### config.mk
export PLATFORM = sky130hd
export DESIGN_NAME = ptw_walker
export DESIGN_NICKNAME = d
export VERILOG_FILES = /design/src/rtl/ptw_pkg.sv /design/src/rtl/ptw_pte_check.sv /design/src/rtl/ptw_addr_gen.sv /design/src/rtl/ptw_fsm.sv /design/src/rtl/ptw_walker.sv
export SDC_FILE = /design/constraint.sdc
export NUM_CORES = 1
export LEC_CHECK = 0
export ABC_AREA = 1
export BUFFER_PORTS_ARGS = -buffer_cell sky130_fd_sc_hd__buf_2
export CORE_MARGIN = 1
export CORE_UTILIZATION = 26
export DETAILED_ROUTE_END_ITERATION = 12
export GPL_TIMING_DRIVEN = 0
export SLEW_MARGIN = 20
export SYNTH_ARGS = -nofsm -noshare
export SYNTH_HDL_FRONTEND = slang
export SYNTH_HIERARCHICAL = 1
export SYNTH_SLANG_ARGS = --single-unit
### constraint.sdc
create_clock -name clk -period 2.3 [get_ports clk]
set_clock_uncertainty 0.05 [all_clocks]
set_input_delay 0.46 -clock clk [delete_from_list [all_inputs] [get_ports clk]]
set_output_delay 0.46 -clock clk [all_outputs]
set_load 0.02 [all_outputs]
### src/rtl/ptw_pkg.sv
package ptw_pkg;

   // entry flag positions, decoded by the walker
   localparam int PTE_EXIST_BIT = 0;
   localparam int PTE_RESID_BIT = 1;
   localparam int PTE_RD_BIT    = 2;
   localparam int PTE_WR_BIT    = 3;
   localparam int PTE_DIRTY_BIT = 4;
   localparam int PERM_W        = 3;

   typedef enum logic [2:0] {
      WALK_IDLE   = 3'd0,
      WALK_L1_REQ = 3'd1,
      WALK_L1_WT  = 3'd2,
      WALK_L2_REQ = 3'd3,
      WALK_L2_WT  = 3'd4,
      WALK_DONE   = 3'd5,
      WALK_FAULT  = 3'd6
   } walk_state_e;

   typedef struct packed {
      logic dirty;
      logic write;
      logic read;
   } walk_perm_t;

endpackage

### src/rtl/ptw_pte_check.sv
module ptw_pte_check
   import ptw_pkg::*;
#(
   parameter int PTE_W = 32,
   parameter int OFS_W = 12,
   localparam int PN_W = PTE_W - OFS_W
) (
   input  logic [PTE_W-1:0] pte,
   output logic             usable,
   output logic [PN_W-1:0]  page_num,
   output walk_perm_t       perm
);

   logic unused_flags;

   if (OFS_W <= PTE_DIRTY_BIT) begin : g_bad_ofs
      $error("ptw_pte_check: flag bits must lie below the page number");
   end

   assign usable        = pte[PTE_EXIST_BIT] & pte[PTE_RESID_BIT];
   assign page_num      = pte[PTE_W-1:OFS_W];
   assign perm.read     = pte[PTE_RD_BIT];
   assign perm.write    = pte[PTE_WR_BIT];
   assign perm.dirty    = pte[PTE_DIRTY_BIT];
   assign unused_flags  = ^pte[OFS_W-1:PTE_DIRTY_BIT+1];

endmodule

### src/rtl/ptw_addr_gen.sv
module ptw_addr_gen #(
   parameter int PA_W       = 32,
   parameter int L1_IDX_W   = 10,
   parameter int L2_IDX_W   = 10,
   parameter int PN_W       = 20,
   parameter int OFS_W      = 12,
   parameter int PTE_BYTES  = 4,
   parameter bit LATCH_ROOT = 1'b1
) (
   input  logic                clk,
   input  logic                rst_n,
   input  logic                capture,
   input  logic [PA_W-1:0]     root_base,
   input  logic [L1_IDX_W-1:0] l1_idx,
   input  logic [L2_IDX_W-1:0] l2_idx,
   input  logic [PN_W-1:0]     l1_page,
   input  logic                use_l2,
   output logic [PA_W-1:0]     addr
);

   localparam int SH     = $clog2(PTE_BYTES);
   localparam int PAD1   = PA_W - L1_IDX_W - SH;
   localparam int PAD2   = PA_W - L2_IDX_W - SH;

   logic [PA_W-1:0] root_eff;
   logic [PA_W-1:0] l1_addr;
   logic [PA_W-1:0] l2_addr;

   if (PA_W != PN_W + OFS_W) begin : g_bad_pa
      $error("ptw_addr_gen: page number plus offset must fill the address");
   end
   if ((1 << SH) != PTE_BYTES) begin : g_bad_pte
      $error("ptw_addr_gen: entry size must be a power of two");
   end
   if (PAD1 < 0 || PAD2 < 0) begin : g_bad_idx
      $error("ptw_addr_gen: index too wide for the address");
   end

   if (LATCH_ROOT) begin : g_root_reg
      logic [PA_W-1:0] root_q;
      always_ff @(posedge clk or negedge rst_n) begin
         if (!rst_n)       root_q <= '0;
         else if (capture) root_q <= root_base;
      end
      assign root_eff = root_q;
   end else begin : g_root_live
      logic unused_cap;
      assign unused_cap = capture;
      assign root_eff   = root_base;
   end

   assign l1_addr = root_eff + {{PAD1{1'b0}}, l1_idx, {SH{1'b0}}};
   assign l2_addr = {l1_page, {OFS_W{1'b0}}} + {{PAD2{1'b0}}, l2_idx, {SH{1'b0}}};
   assign addr    = use_l2 ? l2_addr : l1_addr;

endmodule

### src/rtl/ptw_fsm.sv
module ptw_fsm
   import ptw_pkg::*;
(
   input  logic        clk,
   input  logic        rst_n,
   input  logic        miss_valid,
   input  logic        req_ready,
   input  logic        rsp_valid,
   input  logic        pte_usable,
   output walk_state_e state,
   output logic        accept,
   output logic        take_l1,
   output logic        take_l2,
   output logic        fail_l1,
   output logic        fail_l2
);

   walk_state_e state_q, state_d;

   always_comb begin
      state_d = state_q;
      unique case (state_q)
         WALK_IDLE:   if (miss_valid) state_d = WALK_L1_REQ;
         WALK_L1_REQ: if (req_ready)  state_d = WALK_L1_WT;
         WALK_L1_WT:  if (rsp_valid)  state_d = pte_usable ? WALK_L2_REQ : WALK_FAULT;
         WALK_L2_REQ: if (req_ready)  state_d = WALK_L2_WT;
         WALK_L2_WT:  if (rsp_valid)  state_d = pte_usable ? WALK_DONE : WALK_FAULT;
         WALK_DONE:   state_d = WALK_IDLE;
         WALK_FAULT:  state_d = WALK_IDLE;
         default:     state_d = WALK_IDLE;
      endcase
   end

   always_ff @(posedge clk or negedge rst_n) begin
      if (!rst_n) state_q <= WALK_IDLE;
      else        state_q <= state_d;
   end

   assign state   = state_q;
   assign accept  = (state_q == WALK_IDLE)  & miss_valid;
   assign take_l1 = (state_q == WALK_L1_WT) & rsp_valid &  pte_usable;
   assign fail_l1 = (state_q == WALK_L1_WT) & rsp_valid & ~pte_usable;
   assign take_l2 = (state_q == WALK_L2_WT) & rsp_valid &  pte_usable;
   assign fail_l2 = (state_q == WALK_L2_WT) & rsp_valid & ~pte_usable;

endmodule

### src/rtl/ptw_walker.sv
module ptw_walker
   import ptw_pkg::*;
#(
   parameter int VA_W       = 32,
   parameter int PA_W       = 32,
   parameter int PTE_W      = 32,
   parameter int L1_IDX_W   = 10,
   parameter int L2_IDX_W   = 10,
   parameter int OFS_W      = 12,
   parameter bit LATCH_ROOT = 1'b1,
   localparam int PN_W      = PTE_W - OFS_W,
   localparam int VPN_W     = L1_IDX_W + L2_IDX_W,
   localparam int PTE_BYTES = PTE_W / 8
) (
   input  logic              clk,
   input  logic              rst_n,
   input  logic              miss_valid,
   input  logic [VA_W-1:0]   miss_va,
   output logic              miss_ready,
   input  logic [PA_W-1:0]   root_base,
   output logic              mem_req_valid,
   output logic [PA_W-1:0]   mem_req_addr,
   input  logic              mem_req_ready,
   input  logic              mem_rsp_valid,
   input  logic [PTE_W-1:0]  mem_rsp_data,
   output logic              refill_valid,
   output logic [VPN_W-1:0]  refill_vpn,
   output logic [PN_W-1:0]   refill_ppn,
   output logic [PERM_W-1:0] refill_perm,
   output logic              fault_valid,
   output logic              fault_level,
   output logic [VA_W-1:0]   fault_va
);

   localparam int L1_LSB = OFS_W + L2_IDX_W;

   if (VA_W != VPN_W + OFS_W) begin : g_bad_va
      $error("ptw_walker: index and offset widths must fill the virtual address");
   end
   if (PTE_W % 8 != 0) begin : g_bad_pte_w
      $error("ptw_walker: entry width must be whole bytes");
   end

   walk_state_e state;
   logic        accept, take_l1, take_l2, fail_l1, fail_l2;
   logic        usable;
   logic [PN_W-1:0] rsp_pn;
   walk_perm_t  rsp_perm;

   logic [VA_W-1:0] va_q;
   logic [PN_W-1:0] l1_pn_q;
   logic [PN_W-1:0] leaf_pn_q;
   walk_perm_t      leaf_perm_q;
   logic            lvl_q;

   ptw_fsm u_fsm (
      .clk        (clk),
      .rst_n      (rst_n),
      .miss_valid (miss_valid),
      .req_ready  (mem_req_ready),
      .rsp_valid  (mem_rsp_valid),
      .pte_usable (usable),
      .state      (state),
      .accept     (accept),
      .take_l1    (take_l1),
      .take_l2    (take_l2),
      .fail_l1    (fail_l1),
      .fail_l2    (fail_l2)
   );

   ptw_pte_check #(
      .PTE_W (PTE_W),
      .OFS_W (OFS_W)
   ) u_pte (
      .pte      (mem_rsp_data),
      .usable   (usable),
      .page_num (rsp_pn),
      .perm     (rsp_perm)
   );

   ptw_addr_gen #(
      .PA_W       (PA_W),
      .L1_IDX_W   (L1_IDX_W),
      .L2_IDX_W   (L2_IDX_W),
      .PN_W       (PN_W),
      .OFS_W      (OFS_W),
      .PTE_BYTES  (PTE_BYTES),
      .LATCH_ROOT (LATCH_ROOT)
   ) u_addr (
      .clk       (clk),
      .rst_n     (rst_n),
      .capture   (accept),
      .root_base (root_base),
      .l1_idx    (va_q[VA_W-1:L1_LSB]),
      .l2_idx    (va_q[L1_LSB-1:OFS_W]),
      .l1_page   (l1_pn_q),
      .use_l2    (state == WALK_L2_REQ),
      .addr      (mem_req_addr)
   );

   always_ff @(posedge clk or negedge rst_n) begin
      if (!rst_n) begin
         va_q        <= '0;
         l1_pn_q     <= '0;
         leaf_pn_q   <= '0;
         leaf_perm_q <= '0;
         lvl_q       <= 1'b0;
      end else begin
         if (accept)  va_q    <= miss_va;
         if (take_l1) l1_pn_q <= rsp_pn;
         if (take_l2) begin
            leaf_pn_q   <= rsp_pn;
            leaf_perm_q <= rsp_perm;
         end
         if (fail_l1)      lvl_q <= 1'b0;
         else if (fail_l2) lvl_q <= 1'b1;
      end
   end

   assign miss_ready    = (state == WALK_IDLE);
   assign mem_req_valid = (state == WALK_L1_REQ) | (state == WALK_L2_REQ);
   assign refill_valid  = (state == WALK_DONE);
   assign refill_vpn    = va_q[VA_W-1:OFS_W];
   assign refill_ppn    = leaf_pn_q;
   assign refill_perm   = leaf_perm_q;
   assign fault_valid   = (state == WALK_FAULT);
   assign fault_level   = lvl_q;
   assign fault_va      = va_q;

endmodule

==> key figures <==
Synthesis
  • Synth Instances: 883
  • Post-Syn Nets: 995
  • Warning count from the yosys run: 6
  • Netlist Area Pre-Place: 0.00668 sq mm
  • Synth Area in Adders: 0.0217
  • Xor and xnor area share after synthesis: 0.00262
  • Synth Area in Compound Gates: 0.108
  • Seq cells post-synth: 111
  • Largest family of logic cells by synthesized area: simple AND/OR/NAND/NOR gates
  • Seq/Total Area, Yosys: 0.416
  • Mux contribution to synthesized area: 0.0169
  • Synth Area in Simple Gates: 0.271
  • Netlist cell types: 34
  • Syn Area/Cell: 7.56 sq um

Power and ir drop
  • Power Dens Cells: 1690 mW/mm^2
  • Max VDD drop: 726 uV
  • Static leakage: 4.85 nW

Timing
  • Tmin final: 2.71 ns
  • Least-Margin Pin Slew: 0.693 ns
  • Final Hold Slack: 0.0633 ns
  • Fin crit share: 1.18
  • Final Hold Fails: 0
  • Fmax: 369 MHz
  • Max Slew Vio Count: 0
  • Final Setup Violations: 28
  • Unrepaired setup endpoints after global routing: true
  • Slew HR: 0.538
  • Setup WS post-layout: -0.413 ns

Final layout
  • Fin nets: 1229
  • Final Cell Area: 0.00960 sq mm
  • Syn-to-layout area delta: 43.8%
  • Layout cells sized above 1: 0.466
  • Register Area: 0.00280 sq mm
  • Area of the multi-input gates: 0.00353 sq mm
  • Fill count: 2541

Run status
  • Failing checks: negative setup slack
  • Outcome: finished with violations

Worst setup path
  • CP most frequent cell: nand2_1
  • Crit path cell chain: ha_4, fa_2, nand3_2, nand3_4, nand3_2, nand3_4, nand2_1, nand2_1, nand3_1, nand2_1, buf_4
  • Crit Path Class: flip-flop to output pin
  • Slowest stage cell, crit path: dfrtp_2
  • Crit-path max FO: 7
  • Worst path max stage delay: 0.43 ns
  • FF-to-FF path depth: 7
  • CP Launch Type: flip-flop
  • Kind of end point of the critical path: output pin
  • Worst path required time: 1.79 ns
  • Crit path DAT: 2.20 ns

Placed design
  • Port-buffer cells: 182
  • RD Place Congestion: 0.886
  • Dpl cell area: 0.00807 sq mm
  • Dpl hpwl: 15800 um

Worst hold path
  • Hold Crit Class: input pin to async pin

CTS
  • CTS tree: built
  • Clock-pin slew on the worst setup and hold paths: 0.08 ns
  • Clk Latency, worst-skew pair: 0.37 ns
  • Total CTS buffers: 9
  • CTS root buf: clkbuf_16
  • Clock Sinks: 111
  • Longest Clk Path Bufs: 2
  • H-tree Lvls: 3

Global route
  • Maximum number of pins on one net before global-route repair: 71
  • Overflow after GRT: 0
  • Vias in the first global route: 6118
  • Global-route wire length before repair: 32400 um
  • Total Routing Usage GR: 0.161
  • Initial antenna violation count: 2

Routing
  • Via-to-Cell Ratio: 4.34
  • Wire per inst: 14.7 um
  • First-pass iteration count of the detailed router: 5
  • Drc violations: 0
  • WL final: 21400 um
  • Post-DRT Antenna Nets: 0
  • Initial DRC Count: 272
  • Routed vias: 6314

Job
  • # Max-Cap Violations: 0

Die
  • DIE HEIGHT: 162 um
  • Starting Density: 0.265
  • Top-Level Pins: 213
  • Die Area: 0.0263 sq mm
  • Core Area: 0.0252 sq mm
  • Die width: 162 um
  • Rows: 58
-- placed cells by master, fill, tap and decap left out, types with 8 or more instances in the layout --
master,n
buf_2,159
buf_4,83
buf_6,39
clkbuf_16,9
dfrtp_1,97
dfrtp_2,14
ha_4,10
inv_1,131
inv_2,12
mux2_2,10
nand2_1,230
nand2_2,48
nand2_4,11
nand3_1,37
nand3_2,15
nand3_4,17
nand4_1,8
nor2_1,24
nor2_4,9
o21ai_0,50
o21ai_2,46
-- registers in the layout, summed over array words and instances (netlist names) --
name,count
u_addr/g_root_reg.root_q,32
fault_va,32
refill_ppn,20
u_fsm/state,3
refill_perm,3
fault_level,1
l1_pn_q,20
-- cells in the mapped netlist --
| master | count | area, sq um |
|---|---|---|
| nand2_1 | 283 | 1060 |
| inv_1 | 138 | 518 |
| dfrtp_1 | 111 | 2780 |
| nand3_1 | 64 | 320 |
| o21ai_0 | 55 | 275 |
| o21ai_2 | 45 | 394 |
| buf_4 | 43 | 323 |
| nor2_1 | 34 | 128 |
| buf_6 | 10 | 113 |
| ha_1 | 10 | 125 |
| mux2_2 | 10 | 113 |
| nand4_1 | 8 | 50.1 |
| nor3_1 | 8 | 40.0 |
| buf_2 | 7 | 35.0 |
| clkbuf_1 | 7 | 26.3 |
| nand2_2 | 7 | 43.8 |
| a21oi_1 | 5 | 25.0 |
| inv_2 | 5 | 18.8 |
| nand3_2 | 5 | 50.1 |
| or2_2 | 4 | 25.0 |
| and2_1 | 3 | 18.8 |
| nor2_4 | 3 | 33.8 |
| o21ai_1 | 3 | 15.0 |
| buf_8 | 2 | 30.0 |
| nor2_2 | 2 | 12.5 |
| nor3_2 | 2 | 20.0 |
| xnor2_1 | 2 | 17.5 |
| a31oi_1 | 1 | 6.26 |
| buf_1 | 1 | 3.75 |
| buf_12 | 1 | 20.0 |
| clkinv_1 | 1 | 3.75 |
| fa_1 | 1 | 20.0 |
| nand3b_1 | 1 | 7.51 |
| o21a_1 | 1 | 7.51 |
-- metrics by stage --
step	instances	util	TNS, ns	power, W	worst slack, ns
after floorplan	883	-	0	0.00894	0.0218
after global placement	1395	0.319	-98.18	0.0115	-1.04
after detailed placement	1396	0.320	-7.83	0.0116	-0.291
after CTS	1444	0.368	-8.74	0.0155	-0.409
after global routing	1452	0.381	-11.80	0.0173	-0.520
final	1454	0.381	-9.16	0.0162	-0.413
-- critical path: cells and delay by family (launching register included) --
kind / cells / cell delay [ns]
AND/OR/NAND/NOR: 8 / 0.69
adder cells (fa/ha/maj): 2 / 0.55
flip-flops: 1 / 0.43
buffers and inverters: 1 / 0.16
-- routing by layer --
layer  global-route usage  wire length (um)  up-vias
met1                0.199              9290     2930
met3               0.0360              1050       40
met4               0.0639               695        0
met5                    0                 0        -
met2                0.270             10300      167
li1                     -                 -     3177
-- path summary, 6_finish.rpt --
check | endpoint | startpoint | slack, ns
worst max-delay path | mem_req_addr[18] | fault_va[22]$_DFFE_PN0P_ | -0.41
max in group asynchronous | u_addr/g_root_reg.root_q[12]$_DFFE_PN0P_ | rst_n | 1.45
worst min register to register | refill_ppn[16]$_DFFE_PN0P_ | refill_ppn[16]$_DFFE_PN0P_ | 0.46
worst max register to register | u_addr/g_root_reg.root_q[9]$_DFFE_PN0P_ | u_fsm/state[1]$_DFFE_PN0P_ | 0.14
min in group clk | fault_va[4]$_DFFE_PN0P_ | miss_va[4] | 0.24
worst min-delay path | fault_va[11]$_DFFE_PN0P_ | rst_n | 0.06
-- report_power, final --
group	switching (W)	internal, W	leakage [nW]
sequential	0.000817	0.00294	1.31
combinational	0.00625	0.00462	3.41
clock	0.000833	0.000762	0.138
total	0.00790	0.00833	4.85
-- area by class of cell --
cell class | count | area share
Multi-Input combinational cell | 557 | 0.367
Buffer | 71 | 0.0597
Clock buffer | 9 | 0.0234
Tap cell | 330 | 0.0430
Sequential cell | 111 | 0.291
Clock inverter | 7 | 0.00703
Timing Repair Buffer | 223 | 0.150
Inverter | 144 | 0.0576
Antenna cell | 2 | 0.000521
-- logic make-up after synthesis --
group                      count (synthesis)
adders and majority gates                 11
AOI/OAI and AO/OA                        110
DFF                                      111
and+or+nand+nor                          424
muxes                                     10
buffers and inverters                    215
xor gates and xnor gates                   2
-- what timing repair did --
item,4_1_cts,5_1_grt
gates cloned,0,0
setup endpoints to repair,59,37
hold buffers,0,0
endpoints found under the hold margin,0,0
setup buffers,32,10
resized for setup,174,72
pin swaps,30,38
(Power assumes the default switching activity.)
